[config.mk]
export PLATFORM = sky130hd
export DESIGN_NAME = spi_reg_slave
export DESIGN_NICKNAME = d
export VERILOG_FILES = /design/src/rtl/spi_reg_pkg.sv /design/src/rtl/spi_reg_sync.sv /design/src/rtl/spi_reg_ctrl.sv /design/src/rtl/spi_reg_dpath.sv /design/src/rtl/spi_reg_slave.sv
export SDC_FILE = /design/constraint.sdc
export NUM_CORES = 1
export LEC_CHECK = 0
export ABC_AREA = 0
export BUFFER_PORTS_ARGS = -buffer_cell sky130_fd_sc_hd__buf_4
export CELL_PAD_IN_SITES_DETAIL_PLACEMENT = 2
export CELL_PAD_IN_SITES_GLOBAL_PLACEMENT = 2
export CORE_MARGIN = 5
export CORE_UTILIZATION = 40
export DETAILED_ROUTE_END_ITERATION = 12
export PLACE_DENSITY = 0.85
export SKIP_LAST_GASP = 1
export SLEW_MARGIN = 5
export SYNTH_ARGS = -nofsm -noshare
export SYNTH_HDL_FRONTEND = slang
export SYNTH_SLANG_ARGS = --single-unit
[constraint.sdc]
create_clock -name clk -period 2.64 [get_ports clk]
set_input_delay 0.396 -clock clk [delete_from_list [all_inputs] [get_ports clk]]
set_output_delay 0.396 -clock clk [all_outputs]
set_load 0.01 [all_outputs]
[src/rtl/spi_reg_pkg.sv]
package spi_reg_pkg;

  // Single-cycle strobes from the control unit to the datapath
  typedef struct packed {
    logic loadStatus;  // capture status word into the transmit shifter
    logic shiftIn;     // take rxBit into the receive shifter
    logic shiftOut;    // advance the transmit shifter by one bit
    logic commit;      // write the received byte to the addressed register
    logic rxBit;       // synchronized serial input bit
  } spiStrobe_t;

endpackage

[src/rtl/spi_reg_sync.sv]
module spi_reg_sync #(
  parameter int   STAGES  = 2,
  parameter logic RST_VAL = 1'b0
) (
  input  logic clk,
  input  logic rstN,
  input  logic d,
  output logic q
);

  logic [STAGES-1:0] pipe;

  always_ff @(posedge clk or negedge rstN) begin
    if (!rstN) pipe <= {STAGES{RST_VAL}};
    else       pipe <= {pipe[STAGES-2:0], d};
  end

  assign q = pipe[STAGES-1];

endmodule

[src/rtl/spi_reg_ctrl.sv]
module spi_reg_ctrl
  import spi_reg_pkg::*;
#(
  parameter int FRAME_W     = 8,
  parameter int SYNC_STAGES = 2
) (
  input  logic       clk,
  input  logic       rstN,
  input  logic       sclk,
  input  logic       si,
  input  logic       csN,
  output spiStrobe_t strb,
  output logic       soEn
);

  localparam int CNT_W = (FRAME_W > 2) ? $clog2(FRAME_W) : 1;
  localparam logic [CNT_W-1:0] LAST_BIT = CNT_W'(FRAME_W - 1);

  logic sclkS, siS, csS;
  logic sclkD, csD;
  logic csFall, csRise, active;
  logic sclkFall, sclkRise;
  logic [CNT_W-1:0] bitCnt;
  logic byteSeen;
  logic fallPend;

  spi_reg_sync #(.STAGES(SYNC_STAGES), .RST_VAL(1'b0)) u_syncSclk (
    .clk(clk), .rstN(rstN), .d(sclk), .q(sclkS));
  spi_reg_sync #(.STAGES(SYNC_STAGES), .RST_VAL(1'b0)) u_syncSi (
    .clk(clk), .rstN(rstN), .d(si), .q(siS));
  spi_reg_sync #(.STAGES(SYNC_STAGES), .RST_VAL(1'b1)) u_syncCs (
    .clk(clk), .rstN(rstN), .d(csN), .q(csS));

  // One extra stage for edge detection
  always_ff @(posedge clk or negedge rstN) begin
    if (!rstN) begin
      sclkD <= 1'b0;
      csD   <= 1'b1;
    end else begin
      sclkD <= sclkS;
      csD   <= csS;
    end
  end

  assign csFall   = csD & ~csS;
  assign csRise   = ~csD & csS;
  assign active   = ~csD & ~csS;
  assign sclkFall = active & sclkD & ~sclkS;
  assign sclkRise = active & ~sclkD & sclkS;

  // Bit counter and frame-alignment state
  always_ff @(posedge clk or negedge rstN) begin
    if (!rstN) begin
      bitCnt   <= '0;
      byteSeen <= 1'b0;
      fallPend <= 1'b0;
    end else if (csFall) begin
      bitCnt   <= '0;
      byteSeen <= 1'b0;
      fallPend <= 1'b0;
    end else if (sclkFall) begin
      fallPend <= 1'b1;
      if (bitCnt == LAST_BIT) begin
        bitCnt   <= '0;
        byteSeen <= 1'b1;
      end else begin
        bitCnt <= bitCnt + 1'b1;
      end
    end else if (sclkRise) begin
      fallPend <= 1'b0;
    end
  end

  always_comb begin
    strb.loadStatus = csFall;
    strb.shiftIn    = sclkFall;
    strb.shiftOut   = sclkRise & fallPend;
    strb.commit     = csRise & byteSeen & (bitCnt == '0);
    strb.rxBit      = siS;
  end

  assign soEn = active;

endmodule

[src/rtl/spi_reg_dpath.sv]
module spi_reg_dpath
  import spi_reg_pkg::*;
#(
  parameter int FRAME_W  = 8,
  parameter int ADDR_W   = 4,
  parameter int DATA_W   = 4,
  parameter int NUM_REGS = 6
) (
  input  logic                       clk,
  input  logic                       rstN,
  input  spiStrobe_t                 strb,
  input  logic [FRAME_W-1:0]         statusIn,
  input  logic                       soEn,
  output logic                       so,
  output logic [ADDR_W-1:0]          wrAddr,
  output logic [NUM_REGS*DATA_W-1:0] regOut
);

  logic [FRAME_W-1:0] txShift;
  logic [FRAME_W-1:0] rxShift;
  logic [DATA_W-1:0]  wrData;

  // Transmit shifter: parallel load of status, MSB out first, zero fill
  always_ff @(posedge clk or negedge rstN) begin
    if (!rstN)              txShift <= '0;
    else if (strb.loadStatus) txShift <= statusIn;
    else if (strb.shiftOut)   txShift <= {txShift[FRAME_W-2:0], 1'b0};
  end

  // Receive shifter: first bit in ends up in the MSB
  always_ff @(posedge clk or negedge rstN) begin
    if (!rstN)           rxShift <= '0;
    else if (strb.shiftIn) rxShift <= {rxShift[FRAME_W-2:0], strb.rxBit};
  end

  assign wrAddr = rxShift[FRAME_W-1 -: ADDR_W];
  assign wrData = rxShift[DATA_W-1:0];
  assign so     = soEn & txShift[FRAME_W-1];

  // Register bank: one field per implemented address
  for (genvar g = 0; g < NUM_REGS; g++) begin : gReg
    logic [DATA_W-1:0] field;
    logic              hit;

    assign hit = strb.commit & (wrAddr == ADDR_W'(g));

    always_ff @(posedge clk or negedge rstN) begin
      if (!rstN)  field <= '0;
      else if (hit) field <= wrData;
    end

    assign regOut[g*DATA_W +: DATA_W] = field;
  end

endmodule

[src/rtl/spi_reg_slave.sv]
module spi_reg_slave
  import spi_reg_pkg::*;
#(
  parameter int FRAME_W     = 8,
  parameter int ADDR_W      = 4,
  parameter int DATA_W      = 4,
  parameter int NUM_REGS    = 6,
  parameter int SYNC_STAGES = 2
) (
  input  logic                       clk,
  input  logic                       rstN,
  input  logic                       sclk,
  input  logic                       si,
  input  logic                       csN,
  input  logic [FRAME_W-1:0]         statusIn,
  output logic                       so,
  output logic                       soEn,
  output logic [NUM_REGS*DATA_W-1:0] regOut
);

  spiStrobe_t        strb;
  logic [ADDR_W-1:0] wrAddr;

  spi_reg_ctrl #(
    .FRAME_W(FRAME_W), .SYNC_STAGES(SYNC_STAGES)
  ) u_ctrl (
    .clk(clk), .rstN(rstN), .sclk(sclk), .si(si), .csN(csN),
    .strb(strb), .soEn(soEn)
  );

  spi_reg_dpath #(
    .FRAME_W(FRAME_W), .ADDR_W(ADDR_W), .DATA_W(DATA_W), .NUM_REGS(NUM_REGS)
  ) u_dpath (
    .clk(clk), .rstN(rstN), .strb(strb), .statusIn(statusIn), .soEn(soEn),
    .so(so), .wrAddr(wrAddr), .regOut(regOut)
  );

endmodule

* Yosys cells after proc, flatten, opt, wreduce, memory -nomap -nowiden
Index checks and enable logic that the tools add are counted.
Widths: inputs -> output; s select.
** Storage, ports and cells
- Bits in registers :: 53
- Latch bits :: 0
- RAM bits :: 0
- ROM bits :: 0
- Input bits :: 13
- Output and inout bits :: 26
- Logic and storage cells :: 62
- Memories :: 0
** Operators by class
- Add/subtract/negate cells :: 1
- $mul :: 0
- Div/mod/pow operators :: 0
- Order comparisons :: 0
- Eq/ne operators :: 6
- Shift operators :: 0
- Multiplexer cells :: 11
- Bitwise gates (word level) :: 21
- Reduce and logical (&&, ||, !) cells :: 7
** Operator list (number)
- $and 1x1->1 :: 17
- $mux 8 :: 2
- $mux 3 :: 3
- $eq 4x2->1 const B :: 2
- $eq 4x3->1 const B :: 2
- $mux 1 :: 6
- $reduce_bool 2->1 :: 3
- $eq 4x1->1 const B :: 1
- $logic_not 4->1 :: 1
- $not 1->1 :: 4
- $add 3x1->3 const B :: 1
- $eq 3x3->1 const B :: 1
- $logic_not 3->1 :: 1
- $reduce_bool 3->1 :: 1
- $reduce_and 2->1 :: 1

* Longest topological paths before layout
Gate-level depths: netlist of the first run.
- Depth in word-level cells :: 7
- Mapped depth :: 6
- Mapped depth without buffers :: 6

* By module
Synthesis of the first run repeated with hierarchy kept, for this count alone.
** Unflattened totals
- Cell total of the unflattened synthesis :: 163
- Area, all modules :: 2182.1 µm²
** By module, submodules not included
- spi_reg_dpath :: times used 1, cells an instance 113, area an instance 1624.1 µm², sequential area each 1001.0 µm²
- spi_reg_ctrl :: times used 1, cells an instance 44, area an instance 405.4 µm², sequential area each 176.4 µm²
- spi_reg_sync at u_ctrl.u_syncSclk ... :: times used 2, cells an instance 2, area an instance 50.0 µm², sequential area each 50.0 µm²
- spi_reg_sync at u_ctrl.u_syncCs :: times used 1, cells an instance 2, area an instance 52.6 µm², sequential area each 52.6 µm²

* Worst setup path before layout of the first run
OpenSTA, ideal clock, no wires.
- Kind :: register -> register
- Start point :: register u_ctrl.bitCnt[0]
- End point :: register u_dpath.gReg[4].field[0]
- Arrival :: 1.570 ns
- Required time :: 2.515 ns
- Path slack :: 0.945 ns
- Stages on the path, launching flop included :: 7
- Buffers on the path :: 0
- Clock period less this slack :: 1.695 ns
- Cells stage by stage :: dfrtp_1 -> inv_1 -> ha_1 -> nor3b_2 -> and4b_2 -> and4bb_4 -> mux2_2
** Between the ends
- Cells in the longest elaborated chain, start to end :: 3
** RTL lines
- start: declaration :: line spi_reg_ctrl.sv:23 : logic [CNT_W-1:0] bitCnt;
- start signal: assignment :: line spi_reg_ctrl.sv:67 : bitCnt <= bitCnt + 1'b1;
- $logic_not 3->1 :: line spi_reg_ctrl.sv:78 : strb.commit = csRise & byteSeen & (bitCnt == '0);
- $and 1x1->1 :: line spi_reg_ctrl.sv:78
- $and 1x1->1 :: line spi_reg_dpath.sv:45 : assign hit = strb.commit & (wrAddr == ADDR_W'(g));
- end signal: assignment :: line spi_reg_dpath.sv:49 : else if (hit) field <= wrData;
- end: declaration :: line spi_reg_dpath.sv:42 : logic [DATA_W-1:0] field;
Every way passes these cells.
A chain may end at the register's enable or synchronous reset.

* Final worst setup path of the first run
Same ends and word-level chain as after synthesis.

==> results of run 1 <==
==> area by class of cell <==
type                            instances  share of cell area [%]
Timing Repair Buffer                   39                   11.23
Multi-Input combinational cell         97                   29.27
Tap cell                               70                   3.359
Clock buffer                            5                   2.639
Sequential cell                        53                   51.01
Inverter                                5                  0.7198
Clock inverter                          3                   1.775
==> cells in the mapped netlist <==
master | n | area share [%]
nand4_1 | 1 | 0.29
nor2_1 | 13 | 2.3
dfstp_2 | 3 | 3.7
nor4b_4 | 1 | 1.1
buf_2 | 4 | 0.94
a31oi_1 | 7 | 2.1
and4b_2 | 1 | 0.53
inv_1 | 5 | 0.88
nand2_1 | 21 | 3.7
ha_1 | 3 | 1.8
mux2_2 | 32 | 17
and4bb_4 | 1 | 0.76
a21oi_1 | 3 | 0.70
nor4_4 | 1 | 1.0
nand3_1 | 1 | 0.23
nand4b_2 | 1 | 0.70
dfrtp_1 | 50 | 59
o21ai_0 | 3 | 0.70
and2_1 | 1 | 0.29
a2bb2oi_1 | 1 | 0.41
nor3b_2 | 1 | 0.59
o31ai_1 | 2 | 0.70
nand3b_1 | 3 | 1.1
==> cell families (layout without fill, tap and decap cells) <==
family                   Yosys count  count (layout)  synth area share, %
flip-flops                        53              53                62.38
multiplexers                      32              32                16.90
AND/OR/NAND/NOR                   46              46                12.56
AO/OA/AOI/OAI                     16              16                4.577
adder cells (fa/ha/maj)            3               3                1.761
buffers and inverters              9              52                1.819
==> report_power, final <==
part	total [mW]	internal, mW	switching, mW	leakage (nW)
registers	0.970	0.874	0.0959	0.687
logic	0.140	0.0695	0.0701	0.565
clock network	0.550	0.284	0.266	0.0543
==> per-layer routing <==
layer | track usage [%] | wire length, um | share of wire, %
met1 | 20.33 | 2202 | 41
met5 | 0 | 0 | 0
met3 | 4.356 | 198 | 3.7
met4 | 3.566 | 32 | 0.60
met2 | 30.03 | 2934 | 55
==> final timing paths <==
path | startpoint | end | slack [ps] | depth (start not counted)
worst max-delay path | u_ctrl.bitCnt[0]$_DFFE_PN0P_ | u_dpath.gReg[4].field[0]$_DFFE_PN0P_ | 740 | 6
worst min-delay path | rstN | u_dpath.gReg[1].field[2]$_DFFE_PN0P_ | 120 | 1
worst max register to register | u_ctrl.bitCnt[0]$_DFFE_PN0P_ | u_dpath.gReg[4].field[0]$_DFFE_PN0P_ | 740 | 6
max in group asynchronous | rstN | u_ctrl.u_syncSclk.pipe[1]$_DFF_PN0_ | 2100 | 1
min in group clk | csN | u_ctrl.u_syncCs.pipe[0]$_DFF_PN1_ | 190 | 1
worst min register to register | u_ctrl.u_syncCs.pipe[0]$_DFF_PN1_ | u_ctrl.u_syncCs.pipe[1]$_DFF_PN1_ | 360 | 0
==> flip-flops by register name, indices dropped and copies added, names as in the netlist <==
register                cells
u_ctrl.byteSeen             1
u_ctrl.bitCnt               3
u_dpath.rxShift             8
u_ctrl.u_syncCs.pipe        2
u_ctrl.sclkD                1
u_ctrl.u_syncSi.pipe        2
u_ctrl.fallPend             1
u_ctrl.u_syncSclk.pipe      2
u_dpath.gReg.field         24
u_ctrl.csD                  1
u_dpath.txShift             8
==> placed cells by master (no fill, tap or decap), drive strengths merged <==
cell,n
nor4b,1
nand3,1
bufinv,1
nor3b,1
clkinv,1
clkinvlp,1
a21oi,3
and4bb,1
nor4,1
a31oi,7
mux2,32
nand4b,1
and2,1
a2bb2oi,1
nand4,1
clkbuf,5
nand2,21
inv,5
and4b,1
dfrtp,50
nor2,13
nand3b,3
o21ai,3
o31ai,2
ha,3
dfstp,3
buf,39
==> per-stage QoR <==
stage / util [%] / power [mW] / std cells
after global placement: 48.49 / 1.102 / 264
after CTS: 50.73 / 1.682 / 272
after global routing: 50.73 / 1.742 / 272
after detailed placement: 48.49 / 1.131 / 264
final: 50.73 / 1.660 / 272
after floorplan: - / 1.029 / 159
==> worst max-delay path, stage by stage (launching register included) <==
cell      delay (ps)
dfrtp_1          420
inv_1             90
ha_1             140
nor3b_2          190
and4b_2          310
and4bb_4         290
mux2_2           340
==> metrics, run 1 <==
startpoint type of the worst setup path register; Max Slew Vio Count 0; flops & latches, synth 53; RSZ-0062 raised after global routing no; routed vias/inst 5.099; root buf cell clkbuf_8; # rows 26; Rel. slew slack 41.32%; post_cts resized 0; proportion of synthesized chip area in sequential cells 62.38%; largest net degree at the start of global routing 54; CTS tree yes; Worst EP arrival 2080 ps; initial antenna violation count 0; Wirelength per Cell 19.74 um; Skew-Pair Late Insertion Delay 300 ps; slack of the critical path 743.4 ps; total of max-cap violations 0; Worst Path Max Fanout 4; WHS 122.3 ps; first-pass GRT wire length 9328 um; PwrDens 636.5 nW/um2; Die H 83.01 um; clock buffer depth 2; WS Path Type reg2reg; Final Hold Fails 0; Core ar. 5140 um2; clock-pin slew on the worst setup and hold paths 100 ps; Critical Path RT 2830 ps; Pleak 1.306 nW; DR iter-0 viols 32; Cell Area, Synth 2132 um2; fin crit share 71.84%; fin nets 217; Setup WS pre-CTS 770.0 ps; fraction of layout cells with a size suffix above 1 43.56%; Syn Nets 175; Die Area 6890 um2; Cells after Synth 159; gpl congestion 0.8021; gr usage total 16.80%; Synth cell types 23; drt first pass iters 3; Initial Util 41.48%; maximum vdd drop 323.9 uV; Tightest Pin Transition 876.6 ps; area post-placement 2492 um2; YS warnings 0; Hold Crit Class in2async; CTS sink count 53; Horiz. Die Dim 83.01 um; diodes inserted 0; Layout area overhead 22.30%; Setup Skew 9.203 ps; setup violation total in the final timing report 0; setup bufs post-CTS 0; Finished Cell Area 2608 um2; routed wire length 5368 um; TNS Setup 0 ps; syn avg cell area 13.41 um2; status complete, no violations; crit end category register; Reg area 1330 um2; DRT antenna net count 0; Tmin final 1897 ps; multi-input combinational cell area 763.2 um2; io pins 39; Inserted Clock Buffers 5; Remaining DRCs 0; number of fill cells 535; # H-tree levels 2; vias in the first global route 1,722; DPL Wire Length 4011 um; overflow left after global routing 0; fmax 0.5273 GHz; DR vias 1,387; hold buffers post-CTS 0; port bufs 38
No activity file was read; power rests on OpenSTA's default activity.
==> inputs of run 2 (changes only) <==
Settings changed: ABC_AREA 0 to 1, CORE_UTILIZATION 40 to 30, PLACE_DENSITY 0.85 to 0.76.
Clock period 2.64 ns to 1.5 ns, I/O delays scaled along.
==> metrics, run 2 <==
R2R Setup Slk 50 ps (-690 ps); Syn Nets 276 (+58%); Setup WS pre-CTS 104.0 ps (-666.1 ps); Horiz. Die Dim 98.34 um (+18%); Cells after Synth 260 (+64%); Final Hold Fails 0 (unchanged); leading area contributor after synthesis dfrtp_1; routed wire length 6103 um (+14%); compound-gate portion of the synthesized area 1.229% (-3.3 points); Worst Path Max Fanout 15 (+11); mux cell area share after synthesis 0% (-17 points); most common cell after layout, fill and taps aside nand2_1; number of fill cells 843 (+58%); most frequent cells in the layout 109 x nand2_1, 50 x buf_4, 50 x dfrtp_1; DR iter-0 viols 48 (+50%); DPL Wire Length 4216 um (+5.1%); most frequent cell after synthesis nand2_1; Largest regs u_dpath.gReg.field: 24 flops, u_dpath.rxShift: 8 flops, u_dpath.txShift: 8 flops; largest net degree at the start of global routing 34 (-37%); Die Area 9670 um2 (+40%); diodes inserted 0 (unchanged); hold path cells 1; WS Path Type reg2reg; proportion of synthesized chip area in sequential cells 56.81% (-5.6 points); initial antenna violation count 0 (unchanged); Pleak 1.677 nW (+28%); first-pass GRT wire length 10,010 um (+7.3%); Hold Startpoint si; flops & latches, synth 53 (unchanged); DR vias 1,944 (+40%); Synth cell types 23 (unchanged); Die H 98.34 um (+18%); final core occ 39.04% (-12 points); Rel. slew slack 69.86% (+29 points); io pins 39 (unchanged); syn avg cell area 9.004 um2 (-33%); Reg2Reg Capture Point u_dpath.gReg[4].field[0]$_DFFE_PN0P_; setup violation total in the final timing report 0 (unchanged); largest family of logic cells by synthesized area simple AND/OR/NAND/NOR gates; clock-pin slew on the worst setup and hold paths 100 ps (about the same); status complete, no violations; gpl congestion 0.6997 (-13%); reg2reg start u_ctrl.bitCnt[0]$_DFFE_PN0P_; fin nets 330 (+52%); clock buffer depth 2 (unchanged); fmax 0.6913 GHz (+31%); Post-synth EDFFs 0 (unchanged); worst reg-to-reg path cell count 8 (+2); worst stage delay on the critical path 420 ps (about the same); PwrDens 977.5 nW/um2 (+54%); crit end category register; Largest register FFs 24 (unchanged); Remaining DRCs 0 (unchanged); slack of the critical path 53.40 ps (-690.0 ps); Hold Crit Class in2reg; Synth area leaders dfrtp_1 53%, nand2_1 18%, nand3_1 9.0%, dfstp_2 3.4%, nand2_4 3.4%; WHS Endpoint u_ctrl.u_syncSi.pipe[0]$_DFF_PN0_; routed vias/inst 4.673 (-8.4%); total of max-cap violations 0 (unchanged); Layout area overhead 27.53%; maximum vdd drop 404.6 uV (+25%); Setup Skew 10.23 ps (+1.024 ps); Post-synth top cells 111 x nand2_1, 50 x dfrtp_1, 42 x nand3_1, 12 x inv_1, 9 x nor2_1; Synth Flop Type dfrtp_1; post-synth top area share 53.45% (-5.2 points); CTS sink count 53 (unchanged); overflow left after global routing 0 (unchanged); slowest stage cell, crit path dfrtp_1; Tightest Pin Transition 450.5 ps (-426.1 ps); port bufs 38 (unchanged); Initial Util 30.61% (-11 points); drt first pass iters 4 (+1); # H-tree levels 2 (unchanged); # rows 32 (+23%); Post-Synth XOR/XNOR Area 0% (unchanged); fraction of layout cells with a size suffix above 1 26.75% (-17 points); Reg with most FFs u_dpath.gReg.field; async set or reset register ratio after synthesis 100.0% (unchanged); Critical Path RT 1750 ps (-1080 ps); Cell Area, Synth 2341 um2 (+9.8%); startpoint type of the worst setup path register; Core ar. 7647 um2 (+49%); CTS tree yes; Synth Area in Simple Gates 34.58% (+22 points); fin crit share 96.44% (+25 points); DRT antenna net count 0 (unchanged); Skew-Pair Late Insertion Delay 310 ps (about the same); vias in the first global route 2,124 (+23%); gr usage total 12.65% (-4.1 points); Max Slew Vio Count 0 (unchanged); YS warnings 0 (unchanged); root buf cell clkbuf_8; Inserted Clock Buffers 5 (unchanged); Worst EP arrival 1700 ps (-380 ps); critical-path cell list inv_2 > ha_2 > nand2_2 > nor2_4 > buf_12 > clkbuf_16 > nand3_1 > nand2_1; Wirelength per Cell 14.67 um (-26%); adder-cell share of the synthesized area 1.603% (-0.16 points); Tmin final 1447 ps (-450.0 ps)
-- run 2: logic make-up after synthesis --
family / after synthesis
compound gates: 5
flops: 53
fa+ha+maj: 3
simple gates: 176
buf+inv: 23
-- run 2: layout make-up --
type | instances | area [um2] | area share, %
multi-input combinational | 184 | 883.3 | 29.59
sequential | 53 | 1330 | 44.55
timing repair buffer | 57 | 505.5 | 16.93
tap | 102 | 127.6 | 4.275
clock inverter | 1 | 7.507 | 0.2515
inverter | 13 | 48.80 | 1.635
clock buffer | 6 | 82.58 | 2.766
-- run 2: stage by stage --
step                area [um2]  hold slack [ps]  instances  setup TNS (ps)  total power, mW
floorplan                 2341           -70.59        260               0            1.916
global placement          2768            136.5        400               0            2.076
detailed placement        2768            136.6        400               0            2.107
CTS                       2868            3.304        408               0            2.956
global route              2985            3.890        416          -323.3            3.083
finish                    2985            15.89        416               0            2.918
-- run 2: what timing repair did --
| item | in CTS | in global routing |
|---|---|---|
| setup endpoints to repair | 0 | 25 |
| hold endpoints to repair | 20 | 1 |
| resized for setup | 0 | 4 |
| hold buffers | 1 | 1 |
| buffers inserted | 0 | 5 |
-- run 2: per-layer routing --
layer | routed length, um | GRT usage (%)
met1 | 2530 | 14.47
met5 | 0 | 0
met4 | 25 | 3.151
met2 | 3371 | 23.76
met3 | 177 | 2.714
-- run 2: how the worst max path moves through the flow --
stage,startpoint,endpoint,cells past startpoint,slack (ps)
floorplan,u_ctrl.bitCnt[0]$_DFFE_PN0P_,u_dpath.gReg[0].field[0]$_DFFE_PN0P_,8,260
global route,u_ctrl.bitCnt[0]$_DFFE_PN0P_,u_dpath.gReg[4].field[0]$_DFFE_PN0P_,8,-30
global placement,u_ctrl.bitCnt[0]$_DFFE_PN0P_,u_dpath.gReg[4].field[0]$_DFFE_PN0P_,8,160
detailed placement,u_ctrl.bitCnt[0]$_DFFE_PN0P_,u_dpath.gReg[0].field[1]$_DFFE_PN0P_,8,100
finish,u_ctrl.bitCnt[0]$_DFFE_PN0P_,u_dpath.gReg[4].field[0]$_DFFE_PN0P_,8,50
CTS,u_ctrl.bitCnt[0]$_DFFE_PN0P_,u_dpath.gReg[0].field[1]$_DFFE_PN0P_,8,40
-- run 2: power by group --
| group | internal, mW | switching, mW |
|---|---|---|
| Clock | 0.366 | 0.463 |
| Sequential | 1.53 | 0.132 |
| Combinational | 0.155 | 0.267 |
| Total | 2.06 | 0.863 |
-- run 2: critical path, delay by kind of cell (launching register included) --
kind,cells,cell delay (ps)
AND/OR/NAND/NOR,4,430
adder cells (fa/ha/maj),1,180
buffers and inverters,3,370
flip-flops,1,420
==> inputs of run 3 (changes only) <==
Settings changed: BUFFER_PORTS_ARGS -buffer_cell sky130_fd_sc_hd__buf_4 to default, CORE_UTILIZATION 30 to 34, DONT_BUFFER_PORTS from default to 1, SLEW_MARGIN 5 to 20.
==> metrics, run 3 (synthesized netlist as in run 2, its figures left out) <==
Tot Pwr 3.011 mW (+3.2%); Setup WS pre-CTS 109.9 ps (+5.960 ps); TNS Setup 0 ps (unchanged); R2R Setup Slk 100 ps (+50 ps); most common cell after layout, fill and taps aside nand2_1; Layout area overhead 12.08%; fin crit share 94.49% (-2.0 points); DR iter-0 viols 33 (-31%); fin nets 286 (-13%); Largest regs u_dpath.gReg.field: 24 flops, u_dpath.rxShift: 8 flops, u_dpath.txShift: 8 flops; DR vias 1,734 (-11%); setup violation total in the final timing report 0 (unchanged); fraction of layout cells with a size suffix above 1 12.55% (-14 points); final core occ 38.83% (-0.20 points); reg2reg start u_ctrl.u_syncCs.pipe[1]$_DFF_PN1_; Die H 92.98 um (-5.5%); DPL Wire Length 3734 um (-11%); worst reg-to-reg path cell count 6 (-2); Hold Startpoint statusIn[0]; fmax 0.7055 GHz (+2.1%); Reg2Reg Capture Point u_dpath.gReg[4].field[0]$_DFFE_PN0P_; io pins 39 (unchanged); Largest register FFs 24 (unchanged); total of max-cap violations 0 (unchanged); gpl congestion 0.7502 (+7.2%); post_cts resized 0 (unchanged); Horiz. Die Dim 92.98 um (-5.5%); WHS 34.71 ps (+18.82 ps); Worst Path Max Fanout 9 (-6); fin cells 351 (-16%); DRT antenna net count 0 (unchanged); root buf cell clkbuf_8; slack of the critical path 82.66 ps (+29.26 ps); initial antenna violation count 0 (unchanged); placed instance count 337 (-16%); startpoint type of the worst setup path register; CTS tree yes; Remaining DRCs 0 (unchanged); # H-tree levels 2 (unchanged); largest net degree at the start of global routing 54 (+59%); overflow left after global routing 0 (unchanged); clock buffer depth 2 (unchanged); Hold Crit Class in2reg; Worst EP arrival 1190 ps (-510 ps); Core ar. 6756 um2 (-12%); Critical Path RT 1270 ps (-480 ps); Inserted Clock Buffers 5 (unchanged); Setup Skew 8.013 ps (-2.214 ps); RSZ-0062 raised after global routing yes; Tmin final 1417 ps (-29.26 ps); Wirelength per Cell 15.66 um (+6.8%); clock-pin slew on the worst setup and hold paths 100 ps (about the same); PwrDens 1148 nW/um2 (+17%); Reg with most FFs u_dpath.gReg.field; Tightest Pin Transition 461.0 ps (+10.45 ps); drt first pass iters 2 (-2); crit end category primary output; diodes inserted 0 (unchanged); # rows 30 (-6.3%); vias in the first global route 1,936 (-8.9%); area post-placement 2420 um2 (-13%); maximum vdd drop 378.2 uV (-6.5%); first-pass GRT wire length 9266 um (-7.4%); most frequent cells in the layout 111 x nand2_1, 50 x dfrtp_1, 42 x nand3_1; Rel. slew slack 69.16% (-0.70 points); WS Path Type reg2out; Setup crit end soEn; routed vias/inst 4.940 (+5.7%); Pleak 1.455 nW (-13%); Crit. Startpoint u_ctrl.csD$_DFF_PN1_; Finished Cell Area 2624 um2 (-12%); number of fill cells 754 (-11%); Initial Util 34.65% (+4.0 points); gr usage total 13.43% (+0.78 points); status complete, no violations; routed wire length 5497 um (-9.9%); setup bufs post-CTS 0 (unchanged); Die Area 8644 um2 (-11%); Skew-Pair Late Insertion Delay 310 ps (about the same); Max Slew Vio Count 0 (unchanged); CTS sink count 53 (unchanged); port bufs 0 (-100%); Final Hold Fails 0 (unchanged)
## run 3: area by class of cell
class | instances | area (um2) | share of cell area, %
clock buffer | 6 | 72.57 | 2.766
inverter | 13 | 48.80 | 1.860
sequential | 53 | 1330 | 50.69
timing repair buffer | 13 | 157.7 | 6.009
clock inverter | 2 | 38.79 | 1.478
multi-input combinational | 184 | 875.8 | 33.38
tap | 80 | 100.1 | 3.815
## run 3: worst max-delay path, cell delays in order, from the launching register on
cell,delay (ps)
dfstp_2,410
nor2_4,280
buf_4,200
## run 3: repair_timing
item,in CTS,in global routing
hold buffers,5,0
endpoints found under the hold margin,56,0
endpoints found under the setup margin,0,3
## run 3: worst min path at each step
stage / slack (ps) / cells past startpoint / endpoint
global placement: -70 / 0 / u_dpath.gReg[5].field[0]$_DFFE_PN0P_
floorplan: -70 / 0 / u_ctrl.bitCnt[0]$_DFFE_PN0P_
CTS: 30 / 2 / u_dpath.txShift[0]$_DFFE_PN0P_
detailed placement: -70 / 0 / u_dpath.gReg[5].field[0]$_DFFE_PN0P_
global route: 30 / 2 / u_dpath.txShift[0]$_DFFE_PN0P_
finish: 30 / 2 / u_dpath.txShift[0]$_DFFE_PN0P_
## run 3: power by group
group	internal [mW]	switching, mW
Combinational	0.119	0.253
Sequential	1.53	0.128
Clock	0.502	0.474
Total	2.16	0.856
## run 3: per-layer routing
layer	vias to the layer above	routed length (um)	track usage, %
met3	6	231	3.540
met1	868	2409	15.99
met2	28	2796	24.06
li1	832	-	-
met5	-	0	0
met4	0	60	3.297
